### src/rtl/ser_pkt_pkg.sv
package ser_pkt_pkg;

  typedef enum logic {
    LINK_OFF = 1'b0,
    LINK_ON  = 1'b1
  } link_state_e;

  function automatic int slot_len(input int data_w);
    return data_w + 4;
  endfunction

endpackage

### src/rtl/ser_slot_counter.sv
module ser_slot_counter #(
  parameter int PKT_W = 12,
  localparam int IDX_W = $clog2(PKT_W)
) (
  input  logic             clk,
  input  logic             rst,
  output logic [IDX_W-1:0] bit_idx,
  output logic             slot_end
);

  localparam logic [IDX_W-1:0] LAST = IDX_W'(PKT_W - 1);

  assign slot_end = (bit_idx == LAST);

  always_ff @(posedge clk) begin
    if (rst) begin
      bit_idx <= LAST;
    end else if (slot_end) begin
      bit_idx <= '0;
    end else begin
      bit_idx <= bit_idx + IDX_W'(1);
    end
  end

endmodule

### src/rtl/ser_link_ctrl.sv
module ser_link_ctrl
  import ser_pkt_pkg::*;
(
  input  logic clk,
  input  logic rst,
  input  logic slot_end,
  input  logic standby,
  input  logic pix_stb,
  output logic load_en,
  output logic take_pixel,
  output logic link_on,
  output logic proto_err
);

  link_state_e state_q;
  link_state_e state_d;

  assign load_en    = slot_end && !standby;
  assign take_pixel = load_en && pix_stb;

  always_comb begin
    state_d = state_q;
    if (slot_end) begin
      state_d = standby ? LINK_OFF : LINK_ON;
    end
  end

  always_ff @(posedge clk) begin
    if (rst) begin
      state_q   <= LINK_OFF;
      proto_err <= 1'b0;
    end else begin
      state_q   <= state_d;
      proto_err <= pix_stb && !slot_end;
    end
  end

  assign link_on = (state_q == LINK_ON);

endmodule

### src/rtl/ser_packet_shifter.sv
module ser_packet_shifter #(
  parameter int   DATA_W    = 8,
  parameter logic START_LVL = 1'b1,
  parameter logic STOP_LVL  = 1'b0,
  localparam int  PKT_W     = DATA_W + 4
) (
  input  logic              clk,
  input  logic              rst,
  input  logic              load_en,
  input  logic              take_pixel,
  input  logic [DATA_W-1:0] data,
  input  logic              lv,
  input  logic              fv,
  output logic              bit_out
);

  localparam int LV_POS = DATA_W + 1;
  localparam int FV_POS = DATA_W + 2;

  function automatic logic [PKT_W-1:0] frame_word(
    input logic [DATA_W-1:0] d,
    input logic              l,
    input logic              f
  );
    logic [PKT_W-1:0] w;
    w = '0;
    w[0] = START_LVL;
    for (int i = 0; i < DATA_W; i++) begin
      w[1 + i] = d[i];
    end
    w[LV_POS]    = l;
    w[FV_POS]    = f;
    w[PKT_W - 1] = STOP_LVL;
    return w;
  endfunction

  logic [PKT_W-1:0] shreg;
  logic [PKT_W-1:0] next_word;

  assign next_word = take_pixel ? frame_word(data, lv, fv)
                                : frame_word('0, 1'b0, 1'b0);

  always_ff @(posedge clk) begin
    if (rst) begin
      shreg <= '0;
    end else if (load_en) begin
      shreg <= next_word;
    end else begin
      shreg <= {1'b0, shreg[PKT_W-1:1]};
    end
  end

  assign bit_out = shreg[0];

endmodule

### src/rtl/ser_pixel_packetizer.sv
module ser_pixel_packetizer #(
  parameter int   DATA_W    = 8,
  parameter logic START_LVL = 1'b1,
  parameter logic STOP_LVL  = 1'b0
) (
  input  logic              clk,
  input  logic              rst,
  input  logic              standby,
  input  logic              pix_stb,
  input  logic [DATA_W-1:0] pix_data,
  input  logic              pix_lv,
  input  logic              pix_fv,
  output logic              ser_bit,
  output logic              ser_oe,
  output logic              proto_err
);

  localparam int PKT_W = ser_pkt_pkg::slot_len(DATA_W);
  localparam int IDX_W = $clog2(PKT_W);

  logic [IDX_W-1:0] bit_idx;
  logic             slot_end;
  logic             load_en;
  logic             take_pixel;
  logic             link_on;
  logic             raw_bit;

  ser_slot_counter #(
    .PKT_W(PKT_W)
  ) u_cnt (
    .clk      (clk),
    .rst      (rst),
    .bit_idx  (bit_idx),
    .slot_end (slot_end)
  );

  ser_link_ctrl u_ctrl (
    .clk        (clk),
    .rst        (rst),
    .slot_end   (slot_end),
    .standby    (standby),
    .pix_stb    (pix_stb),
    .load_en    (load_en),
    .take_pixel (take_pixel),
    .link_on    (link_on),
    .proto_err  (proto_err)
  );

  ser_packet_shifter #(
    .DATA_W    (DATA_W),
    .START_LVL (START_LVL),
    .STOP_LVL  (STOP_LVL)
  ) u_shift (
    .clk        (clk),
    .rst        (rst),
    .load_en    (load_en),
    .take_pixel (take_pixel),
    .data       (pix_data),
    .lv         (pix_lv),
    .fv         (pix_fv),
    .bit_out    (raw_bit)
  );

  assign ser_oe  = link_on;
  assign ser_bit = link_on & raw_bit;

endmodule

### config.mk
export PLATFORM = sky130hd
export DESIGN_NAME = ser_pixel_packetizer
export DESIGN_NICKNAME = d
export VERILOG_FILES = /design/src/rtl/ser_pkt_pkg.sv /design/src/rtl/ser_slot_counter.sv /design/src/rtl/ser_link_ctrl.sv /design/src/rtl/ser_packet_shifter.sv /design/src/rtl/ser_pixel_packetizer.sv
export SDC_FILE = /design/constraint.sdc
export NUM_CORES = 1
export LEC_CHECK = 0
export ABC_AREA = 0
export BUFFER_PORTS_ARGS = -buffer_cell sky130_fd_sc_hd__buf_4
export CAP_MARGIN = 40
export CORE_MARGIN = 3
export CORE_UTILIZATION = 45
export DETAILED_ROUTE_END_ITERATION = 12
export PLACE_DENSITY = 0.64
export SYNTH_ARGS = -nofsm -noshare
export SYNTH_HDL_FRONTEND = slang
export SYNTH_SLANG_ARGS = --single-unit
### constraint.sdc
create_clock -name clk -period 1.4 [get_ports clk]
set_input_delay 0.21 -clock clk [delete_from_list [all_inputs] [get_ports clk]]
set_output_delay 0.21 -clock clk [all_outputs]
set_load 0.05 [all_outputs]
==> reports/qor.yml <==
cts_tree: "yes"
synth_edf_count: 0
synth_seq_area_share_pct: 45.8
p_leak_uw: 0.000365
hold_class: "input port to flop"
cp.required_ns: 1.61
root_buffer: "clkbuf_4"
insertion_delay_ns: 0.28
tightestPinTransition_ns: 0.195
dp_hpwl_um: 869
synthArstFlopShare_pct: 0
start_util_pct: 48.8
clkSinkCount: 17
die_h_um: 46.6
power_density_nw_per_um2: 1130
yosys_warnings: 0
first_global_vias: 479
drv_slew: 0
synth_top_family_by_area: "simple AND/OR/NAND/NOR gates"
cp_cell_sequence: "ha_1 > and4bb_1 > buf_12 > mux2i_1"
synth_fa_ha_area_share_pct: 1.68
ios: 17
io_buffers: 16
max-clock-path-buffers: 2
synth_largest_area_cell: "dfxtp_1"
grt_max_degree: 28
grtUsageTotal_pct: 13.2
fin_skew_ns: 0.00175
grt-ovfl-total: 0
cp.arrival_ns: 1.45
firstDrtPassIters: 3
synth_xor_area_share_pct: 0
setup_viol: 0
synthToLayoutAreaGrowth_pct: 23.1
htreeDepth: 1
clk_pin_slew_ns: 0.10
synth_top_area_share_pct: 45.8
yosys-top-cells-count: "17 x dfxtp_1, 10 x nand2b_1, 9 x mux2i_1, 9 x nand3b_1, 3 x clkbuf_1"
fin_crit_ns: 1.24
synth_cell_types: 23
finalWirelength_um: 1220
cts_buffers: 3
fp-row-count: 14
place_ws_ns: 0.164
cp_slowest_stage_delay_ns: 0.38
synth-seq-cells: 17
vdd_ir_drop_max_v: 0.000511
synth_most_common_cell: "dfxtp_1"
drive_above_1_share_pct: 27.6
rsz0062_at_grt: "false"
synthFlopType: "dfxtp_1"
period_share_pct: 88.3
synth.net_count: 84
cts_hold_buf: 0
yosys.area_share.simple_pct: 32.2
drt_first_iter_violations: 4
avgSynthCellArea_um2: 10.8
critical_path_class: "flop to flop"
cpLargestDelayFamily: "flip-flops"
n_fill_cell: 142
crit_path_top_delay_cell: "dfxtp_1"
grt_antenna_before_repair: 0
via_per_inst: 5.19
dieArea_um2: 2180
ant_nets: 0
fin_ws_ns: 0.164
vias: 535
synth_compound_area_share_pct: 4.71
ctsResizeCount: 0
grt_pass1_wl_um: 1930
syn_inst: 69
status: "finished, final reports clean"
chipWidth_um: 46.6
drc: 0
multiInputGateArea_um2: 377
slew_headroom_pct: 87.0
cts_setup_buffers: 0
gp_congestion: 0.641
synth_area_leaders: "dfxtp_1 46%, mux2i_1 12%, nand3b_1 9.1%, nand2b_1 8.4%, and4b_1 2.7%"
seq_area_um2: 340
muxShareOfSynthArea_pct: 12.1
finalHoldViolCount: 0
syn_area_um2: 743
startpoint_type: "flop"
maxCapViolCount: 0
core_um2: 1520
nNetsFinal: 103
cp-end-kind: "flop"
diodes: 0
post_drt_wl_per_cell_um: 11.8
setup-tns-final_ns: 0
critPathBufInv: 1
crit_path_max_fanout: 10
fmax_ghz: 0.809
-- flip-flops by register name (all words and copies together) (netlist names) --
| signal | cells |
|---|---|
| u_shift.shreg | 11 |
| u_cnt.bit_idx | 4 |
| u_ctrl.link_on | 1 |
| u_ctrl.proto_err | 1 |
-- worst reg2reg max path: cells and delay by family (launching register included) --
family | cells | cell delay, ns
adders and majority gates | 1 | 0.17
and+or+nand+nor | 1 | 0.25
muxes | 1 | 0.21
buffers and inverters | 1 | 0.15
DFF | 1 | 0.38
-- area by class of cell --
cell class | count | share of cell area (%)
Clock buffer | 4 | 2.87
Multi-Input combinational cell | 47 | 41.2
Sequential cell | 17 | 37.2
Timing Repair Buffer | 18 | 16.1
Inverter | 1 | 0.410
Tap cell | 16 | 2.19
-- final timing paths --
| kind | startpoint | slack, ns | endpoint | cells after the start |
|---|---|---|---|---|
| worst max-delay path | u_cnt.bit_idx[0] | 0.16 | u_shift.shreg[4] | 4 |
| worst min register to register | u_shift.shreg[1] | 0.43 | u_shift.shreg[0] | 2 |
| worst min-delay path | pix_fv | 0.19 | u_shift.shreg[10] | 2 |
| worst max register to register | u_cnt.bit_idx[0] | 0.16 | u_shift.shreg[4] | 4 |
-- cell usage in the layout, fill, tap and decap left out --
cell / instances
buf_4: 17
dfxtp_1: 17
nand2b_1: 10
nand3b_1: 9
mux2i_1: 9
clkbuf_4: 3
nor3b_1: 2
and4b_1: 2
a21oi_1: 2
and2_1: 1
and3b_2: 1
and4bb_1: 1
inv_1: 1
nand4bb_1: 1
o21bai_1: 1
or2_2: 1
nand2_1: 1
and2_2: 1
a2111o_1: 1
or3b_1: 1
or2b_1: 1
o22ai_1: 1
ha_1: 1
clkbuf_1: 1
buf_12: 1
-- metrics by stage --
step           hold slack, ns  std cells  total power, uW  instance area (um^2)  util (%)
2_1_floorplan           0.379         69              710                   743         -
6_report                0.189        103             1040                   915      60.0
5_1_grt                 0.186        103             1110                   915      60.0
4_1_cts                 0.172        103             1060                   915      60.0
3_5_place_dp            0.424         99              794                   888      58.3
3_3_place_gp            0.422         99              793                   888      58.3
-- per-layer routing --
metal / vias up / GRT usage, % / share of wire, %
li1: 278 / - / -
met1: 243 / 14.5 / 44
met2: 12 / 21.2 / 49
met3: 2 / 3.91 / 5.7
met4: 0 / 9.94 / 1.1
met5: - / 0 / 0
-- report_power, final --
part / internal [uW] / switching (uW) / total (uW) / leakage (uW)
Clock: 110 / 146 / 257 / 0.0000150
Combinational: 127 / 102 / 229 / 0.000211
Sequential: 524 / 26.1 / 550 / 0.000139
-- cells by family after synthesis --
logic type               Yosys count
multiplexers                       9
adder cells (fa/ha/maj)            1
flip-flops                        17
buffers and inverters              5
AO/OA/AOI/OAI                      5
AND/OR/NAND/NOR                   32
Note: power is estimated with default switching activity, not from simulation.
